$ cat src/rtl/site_assembly_ctrl.sv
module site_assembly_ctrl #(
  parameter int GRID   = 4,
  parameter int SLACK  = 2,
  parameter int TYPE_W = 2,
  parameter int TAG_W  = 8,
  parameter int CNT_W  = 4,
  parameter int TMO_W  = 8,
  parameter int REL_W  = 6,
  localparam int NS     = GRID * GRID,
  localparam int SITE_W = $clog2(NS),
  localparam int RSIDE  = GRID / SLACK,
  localparam int NREG   = RSIDE * RSIDE,
  localparam int REG_W  = (NREG > 1) ? $clog2(NREG) : 1
) (
  input  logic              clk,
  input  logic              rst_n,
  input  logic              cfg_we,
  input  logic [REG_W-1:0]  cfg_region,
  input  logic [TYPE_W-1:0] cfg_type,
  input  logic [CNT_W-1:0]  cfg_count,
  input  logic [TMO_W-1:0]  tmo_cycles,
  input  logic [REL_W-1:0]  rel_cycles,
  input  logic [NS-1:0]     site_present,
  output logic              q_req,
  output logic [SITE_W-1:0] q_site,
  input  logic              resp_valid,
  input  logic [TAG_W-1:0]  resp_tag,
  output logic [NS-1:0]     release_o,
  output logic              done
);
  localparam int ENT_W = REG_W + TYPE_W;
  localparam int NENT  = 1 << ENT_W;

  typedef enum logic [2:0] {S_IDLE, S_PEND, S_QUERY, S_HELD, S_EJECT} site_st_t;

  site_st_t          st    [NS];
  logic [TYPE_W-1:0] styp  [NS];
  logic [REL_W-1:0]  ecnt  [NS];
  logic [CNT_W-1:0]  cnt   [NENT];
  logic [CNT_W-1:0]  cnt_nx[NENT];

  logic              busy;
  logic [SITE_W-1:0] cur, last;
  logic [TMO_W-1:0]  timer;
  logic [SITE_W-1:0] sel;
  logic              sel_ok, grant, fin, accept;
  logic [NS-1:0]     lost, querying;
  logic [ENT_W-1:0]  cur_ent;
  logic [REL_W-1:0]  rel_len;

  function automatic logic [REG_W-1:0] region_of(input int s);
    return REG_W'(((s / GRID) / SLACK) * RSIDE + (s % GRID) / SLACK);
  endfunction

  assign q_site  = cur;
  assign grant   = !busy && sel_ok;
  assign fin     = busy && (resp_valid || timer == tmo_cycles);
  assign cur_ent = {region_of(int'(cur)), resp_tag[TYPE_W-1:0]};
  assign accept  = fin && resp_valid && !(^resp_tag) && site_present[cur] && cnt[cur_ent] != '0;
  assign rel_len = (rel_cycles == '0) ? REL_W'(1) : rel_cycles;

  always_comb begin
    int idx;
    sel    = '0;
    sel_ok = 1'b0;
    for (int i = 1; i <= NS; i++) begin
      idx = (int'(last) + i) % NS;
      if (!sel_ok && st[idx] == S_PEND) begin
        sel_ok = 1'b1;
        sel    = SITE_W'(idx);
      end
    end
  end

  always_comb begin
    for (int s = 0; s < NS; s++) begin
      lost[s]      = (st[s] == S_HELD) && !site_present[s];
      querying[s]  = (st[s] == S_QUERY);
      release_o[s] = (st[s] == S_EJECT);
    end
  end

  always_comb begin
    done = 1'b1;
    for (int e = 0; e < NENT; e++) begin
      cnt_nx[e] = cnt[e];
      for (int s = 0; s < NS; s++)
        if (lost[s] && {region_of(s), styp[s]} == ENT_W'(e)) cnt_nx[e] = cnt_nx[e] + 1'b1;
      if (accept && cur_ent == ENT_W'(e)) cnt_nx[e] = cnt_nx[e] - 1'b1;
      if (cfg_we && {cfg_region, cfg_type} == ENT_W'(e)) cnt_nx[e] = cfg_count;
      if (cnt[e] != '0) done = 1'b0;
    end
  end

  always_ff @(posedge clk) begin
    if (!rst_n) begin
      busy  <= 1'b0;
      q_req <= 1'b0;
      cur   <= '0;
      last  <= SITE_W'(NS - 1);
      timer <= '0;
      for (int e = 0; e < NENT; e++) cnt[e] <= '0;
      for (int s = 0; s < NS; s++) begin
        st[s]   <= S_IDLE;
        styp[s] <= '0;
        ecnt[s] <= '0;
      end
    end else begin
      for (int e = 0; e < NENT; e++) cnt[e] <= cnt_nx[e];
      if (grant) begin
        busy  <= 1'b1;
        q_req <= 1'b1;
        cur   <= sel;
        last  <= sel;
        timer <= '0;
      end else begin
        q_req <= 1'b0;
        if (fin) busy <= 1'b0;
        else if (busy) timer <= timer + 1'b1;
      end
      for (int s = 0; s < NS; s++) begin
        case (st[s])
          S_IDLE:  if (site_present[s]) st[s] <= S_PEND;
          S_PEND:
            if (!site_present[s]) st[s] <= S_IDLE;
            else if (grant && sel == SITE_W'(s)) st[s] <= S_QUERY;
          S_QUERY:
            if (fin && cur == SITE_W'(s)) begin
              if (accept) begin
                st[s]   <= S_HELD;
                styp[s] <= resp_tag[TYPE_W-1:0];
              end else if (site_present[s]) begin
                st[s]   <= S_EJECT;
                ecnt[s] <= rel_len;
              end else begin
                st[s] <= S_IDLE;
              end
            end
          S_HELD:  if (!site_present[s]) st[s] <= S_IDLE;
          S_EJECT:
            if (ecnt[s] <= REL_W'(1)) st[s] <= S_IDLE;
            else ecnt[s] <= ecnt[s] - 1'b1;
          default: st[s] <= S_IDLE;
        endcase
      end
    end
  end

  assert_single_query_R2: assert property (@(posedge clk) disable iff (!rst_n)
    $countones(querying) <= 1);

  assert_req_pulse_R2: assert property (@(posedge clk) disable iff (!rst_n)
    q_req |=> !q_req);

  for (genvar g = 0; g < NS; g++) begin : g_rel_chk
    assert_release_after_check_R6: assert property (@(posedge clk) disable iff (!rst_n)
      $rose(release_o[g]) |-> $past(fin) && $past(cur) == SITE_W'(g));
  end

  assert_done_holds_R11: assert property (@(posedge clk) disable iff (!rst_n)
    done && !cfg_we && lost == '0 |=> done);

  assert_cfg_load_R12: assert property (@(posedge clk) disable iff (!rst_n)
    cfg_we && cfg_count != '0 |=> !done);
endmodule

$ cat config.mk
export PLATFORM = sky130hd
export DESIGN_NAME = site_assembly_ctrl
export DESIGN_NICKNAME = d
export VERILOG_FILES = /design/src/rtl/site_assembly_ctrl.sv
export SDC_FILE = /design/constraint.sdc
export NUM_CORES = 1
export LEC_CHECK = 0
export ABC_CLOCK_PERIOD_IN_PS = 5100
export BUFFER_PORTS_ARGS = -buffer_cell sky130_fd_sc_hd__buf_2
export CORE_ASPECT_RATIO = 1.1
export CORE_MARGIN = 2
export CORE_UTILIZATION = 58
export DETAILED_ROUTE_END_ITERATION = 10
export PLACE_DENSITY = 0.82
export SLEW_MARGIN = 0
export SYNTH_ARGS = -nofsm -noshare
export SYNTH_HDL_FRONTEND = slang
export SYNTH_SLANG_ARGS = --single-unit
export TNS_END_PERCENT = 20
$ cat constraint.sdc
create_clock -name clk -period 5.1 [get_ports clk]
set_input_delay 0.255 -clock clk [delete_from_list [all_inputs] [get_ports clk]]
set_output_delay 0.255 -clock clk [all_outputs]
set_load 0.005 [all_outputs]
==> flow_summary.ini, run 1 <==
[grt]
grt_antenna_before_repair = 0
grt_pass1_vias = 21606
grt_pass1_wl_mm = 114
grt_max_degree = 93
grt_overflow = 0
grt_use_total = 0.338

[floorplan]
dieWidth_um = 197
die_y_um = 216
ioPinCount = 72
num_rows = 77
dieArea_um2 = 42500
start_util = 0.588
coreArea_um2 = 40300

[timing]
setup-violations-final = 0
fin_setup_tns_ps = 0
timing.final.crit_share = 0.948
fmax_mhz = 207
slew_headroom = 0.285
hold_viol_final = 0
rsz0062_at_grt = false
skew_ps = 20.2
report.final.slew_viol_count = 0
worst_pin_slew_ps = 1060
fin_crit_ps = 4840

[clock_network]
htreeDepth = 1
cts_tree = yes
clk_latency_ps = 600
ctsResizeCount = 0
postCtsSetupRepairBufs = 0
root_buffer = clkbuf_16
clock_path_buffers = 3
cts_hold_buf = 0
clock-sinks = 262
clkTransAtPathRegs_ps = 70
numCtsBuffers = 29

[drt]
drt_pass1_iterations = 5
drt_iter0_markers = 2127
drt_wl_total_mm = 72.6
viasPerCell = 6.51
ant_nets = 0
drc = 0
dr_total_vias = 21965
routedWlPerCell_um = 21.5

[place]
io_buffer_count = 71
gp_congestion = 1.07
dpl.hpwl_mm = 55.8

[synth]
ys_top_cells_by_count = 296 x nor2_1, 278 x nand2_1, 230 x xnor2_1
synth.cell_area_um2 = 23700
synth_top_area_cell = edfxtp_1
synth_cell_types = 101
synth_edf_count = 176
synth_area_leaders = edfxtp_1 22%, xnor2_1 8.5%, ha_1 7.4%, dfxtp_1 7.3%, nor2_1 4.7%
yosys_register_bits = 262
ys_seq_area_frac = 0.296
syn_inst = 2750
synth_fp_nets = 2941
synthArstFlopShare = 0
syn_area_per_cell_um2 = 8.61
synth_warnings = 0
yosysTopAreaCellShare = 0.223
postSynth.topFlopCell = edfxtp_1
yosys.cell_count.top_type = nor2_1

[finish]
diodes = 0
nNetsFinal = 3030
drive_gt1_frac = 0.126
area_delta_synth_final_pct = 9.89

[power]
p_switching_mw = 6.57
power_density_nw_per_um2 = 537
seq_power_share = 0.228
combPwrFrac = 0.614
peakVddDrop_mv = 0.620
power.share.clock = 0.159
p_int_mw = 7.41
switching_share = 0.470
power_mw = 14.0
power.leakage_nw = 10.0

[min_path]
worstHoldPathCells = 2
hold_class = in -> reg

[worst_setup_path]
worstPathMaxFanout = 28
cp.arrival_ps = 5090
critPathLaunchType = flop
crit_cells = 13
reg2reg_depth = 13
path_delay_family = compound AO/OA/AOI/OAI gates
crit_type = reg -> reg
critPathSlowestCell = or4b_2
crit_required_ps = 5350
max_stage_delay_ps = 670
crit_path_end_kind = flop
crit_path_frequent_cell = buf_4
cp.buffers_inverters = 2
path_cells = buf_4 > or4b_2 > a41oi_1 > o2bb2a_1 > o311a_1 > nand2b_1 > nor4_4 > buf_4 > and2_1 > a31oi_1 > a32o_1 > nand2_1 > o31ai_1

[run]
cap_violations = 0

[status]
status = completed
## routing by layer
layer / GRT usage / wire [µm]
met5: 0 / 0
met4: 0.188 / 4570
met3: 0.0597 / 6790
met2: 0.564 / 33600
met1: 0.413 / 27700
## kinds of logic after synthesis
family / count (synthesis) / share of synthesized area
buf+inv: 267 / 0.0447
simple gates: 1165 / 0.250
xor+xnor: 356 / 0.132
fa+ha+maj: 141 / 0.0745
flops: 262 / 0.296
mux: 142 / 0.0806
compound gates: 417 / 0.122
## registers in the layout (all words and copies together), names as in the netlist, named ones only
signal  cells
st         48
q_site      4
last        4
cnt        64
busy        1
ecnt       96
styp       32
q_req       1
timer       8
## power by group through the flow
stage,Sequential [mW],Combinational (mW),Clock [mW]
floorplan,2.94,5.16,0
detailed placement,3.19,8.24,0
global placement,3.17,8.18,0
CTS,3.15,8.30,2.24
global route,3.21,9.04,2.32
finish,3.18,8.58,2.22
## through the flow
stage	instance area (µm²)	util	hold WS (ps)	instances	setup WS, ps
final	26000	0.646	54.8	3375	265
after global routing	26000	0.646	71.6	3375	77.7
after CTS	26000	0.646	40.8	3375	322
after detailed placement	25000	0.621	516	3321	356
after global placement	25000	0.621	518	3321	365
after floorplan	23700	-	464	2750	218
## cells in the final DEF (no fill, tap or decap), types with 52 or more instances in the layout
cell / synthesis / routed
nand3_1: 105 / 105
nand2_1: 278 / 278
nor3_1: 84 / 84
dfxtp_1: 86 / 85
nor2_1: 296 / 296
inv_1: 143 / 142
buf_4: 7 / 109
nor2b_1: 52 / 52
edfxtp_1: 176 / 176
a211oi_1: 97 / 97
xnor2_1: 230 / 230
mux2_2: 62 / 62
ha_1: 141 / 141
o21ai_0: 84 / 84
xor2_1: 125 / 125
buf_2: 13 / 71
a21oi_1: 55 / 55
## worst paths after layout
check	from	to	slack, ps
max	last[0]	st[9][2]	260
max reg2reg	last[0]	st[9][2]	260
min	site_present[5]	st[5][1]	50
min reg2reg	timer[7]	timer[7]	530
## area by class of cell
class	instances	area (µm²)
fillers	3233	14200
repair buffers	181	1190
clock buffers	39	867
flip-flops and latches	262	7010
inverters	144	543
well taps	513	642
clock inverters	15	150
multi-input cells	2221	15600
(Power assumes the default switching activity.)
==> run 2, diff against run 1 <==
--- a/config.mk
+++ b/config.mk
@@ -8,7 +8,6 @@
 export ABC_CLOCK_PERIOD_IN_PS = 5100
 export BUFFER_PORTS_ARGS = -buffer_cell sky130_fd_sc_hd__buf_2
 export CORE_ASPECT_RATIO = 1.1
-export CORE_MARGIN = 2
 export CORE_UTILIZATION = 58
 export DETAILED_ROUTE_END_ITERATION = 10
 export PLACE_DENSITY = 0.82
==> flow_summary.ini, run 2 (synthesized netlist as in run 1, its figures left out) <==
[timing]
fin_crit_ps = 4770
setup-violations-final = 0
hold_viol_final = 0
report.final.slew_viol_count = 0
timing.hold.ws_ps = 51.6
fin_setup_tns_ps = 0
fmax_mhz = 210
skew_ps = 32.2
worst_pin_slew_ps = 1110
slew_headroom = 0.258
timing.final.crit_share = 0.935
rsz0062_at_grt = false
worst_slack_ps = 330

[drt]
viasPerCell = 6.50
routedWlPerCell_um = 21.6
ant_nets = 0
drt_iter0_markers = 2086
drt_wl_total_mm = 72.9
dr_total_vias = 21945
drc = 0
drt_pass1_iterations = 7

[clock_network]
htreeDepth = 1
root_buffer = clkbuf_16
clock-sinks = 262
clk_latency_ps = 610
postCtsSetupRepairBufs = 0
numCtsBuffers = 30
clkTransAtPathRegs_ps = 60
clock_path_buffers = 3
ctsResizeCount = 0
cts_hold_buf = 0
cts_tree = yes

[power]
power.leakage_nw = 10.0
peakVddDrop_mv = 0.533
power_density_nw_per_um2 = 540

[finish]
final_cell_mix = 296 x nor2_1, 278 x nand2_1, 230 x xnor2_1, 176 x edfxtp_1, 142 x inv_1
diodes = 0
reg_top3 = ecnt: 96 flops, cnt: 64 flops, st: 48 flops
nNetsFinal = 3031
regArea_um2 = 7010
largest_reg_flops = 96
postLayoutCoreUtil = 0.646
layout_commonest_cell = nor2_1
num-fill-cells = 3236
area_delta_synth_final_pct = 9.87
multi_input_area_um2 = 15600
regMostFlops = ecnt
drive_gt1_frac = 0.123

[floorplan]
ioPinCount = 72
start_util = 0.588
dieWidth_um = 195
dieArea_um2 = 41700
num_rows = 77
die_y_um = 214
coreArea_um2 = 40300

[worst_setup_path]
max_stage_delay_ps = 500
crit_path_end_kind = flop
timing.rr.end = st[8][2]
crit_required_ps = 5430
crit_path_frequent_cell = buf_4
worstPathMaxFanout = 24
critPathSlowestCell = mux4_2
r2r-start = last[0]
reg2reg_depth = 15
cp.arrival_ps = 5100
critPathLaunchType = flop
path_cells = buf_4 > buf_4 > mux2_2 > a21o_1 > mux4_2 > mux2i_4 > nand2b_1 > nor4_4 > buf_4 > and3_1 > a2111oi_0 > or2_1 > nand2b_1 > o31ai_1 > buf_4
rrSetupSlack_ps = 330
crit_type = reg -> reg

[grt]
grt_use_total = 0.345
grt_overflow = 0
grt_pass1_wl_mm = 115
grt_pass1_vias = 21789
grt_antenna_before_repair = 0
grt_max_degree = 65

[min_path]
min_to = st[13][1]
hp-start = site_present[13]
worstHoldPathCells = 2
hold_class = in -> reg

[place]
gp_congestion = 1.05
dpl.hpwl_mm = 56.2
dp_slack_ps = 335
io_buffer_count = 71

[run]
cap_violations = 0

[status]
status = completed
-- run 2: cell count changes in the layout (fill, tap and decap cells not counted), sizes merged --
cell	previous run	this run
clkinvlp	5	1
inv	148	144
bufinv	1	5
clkinv	5	13
clkbuf	39	35
-- run 2: per-stage QoR --
stage / power [mW] / instance area [µm²] / instances
after floorplan: 8.10 / 23700 / 2750
after global placement: 11.5 / 25000 / 3321
after detailed placement: 11.5 / 25000 / 3321
after CTS: 13.8 / 26000 / 3375
after global routing: 14.7 / 26000 / 3375
final: 14.1 / 26000 / 3375
-- run 2: layout make-up --
| cell class | instances | area share |
|---|---|---|
| multi-input combinational | 2221 | 0.600 |
| sequential | 262 | 0.269 |
| timing repair buffer | 181 | 0.0459 |
| clock buffer | 35 | 0.0296 |
| tap | 513 | 0.0247 |
| inverter | 144 | 0.0209 |
| clock inverter | 19 | 0.00933 |
-- run 2: worst max path at each step --
stage / startpoint / slack, ps / cells past startpoint / to
floorplan: last[1] / 220 / 17 / st[10][0]
global placement: last[2] / 460 / 13 / st[0][2]
detailed placement: st[10][2] / 340 / 14 / cnt[12][3]
CTS: st[10][2] / 330 / 14 / cnt[12][3]
global route: last[0] / 40 / 14 / st[1][0]
finish: last[0] / 330 / 15 / st[8][2]
-- run 2: critical path: cells and delay by family (launching register included) --
kind / cells / cell delay, ps
AO/OA/AOI/OAI: 3 / 1020
buffers and inverters: 4 / 930
flip-flops: 1 / 430
multiplexers: 3 / 1040
AND/OR/NAND/NOR: 5 / 1080
-- run 2: report_power, final --
part           switching, mW  internal (mW)
Combinational           5.05           3.52
Sequential             0.562           2.67
Clock                  0.929           1.33
-- run 2: per-layer routing --
metal | wire length, µm | GRT usage
met5 | 0 | 0
met4 | 4610 | 0.202
met3 | 6210 | 0.0526
met2 | 34400 | 0.586
met1 | 27700 | 0.414
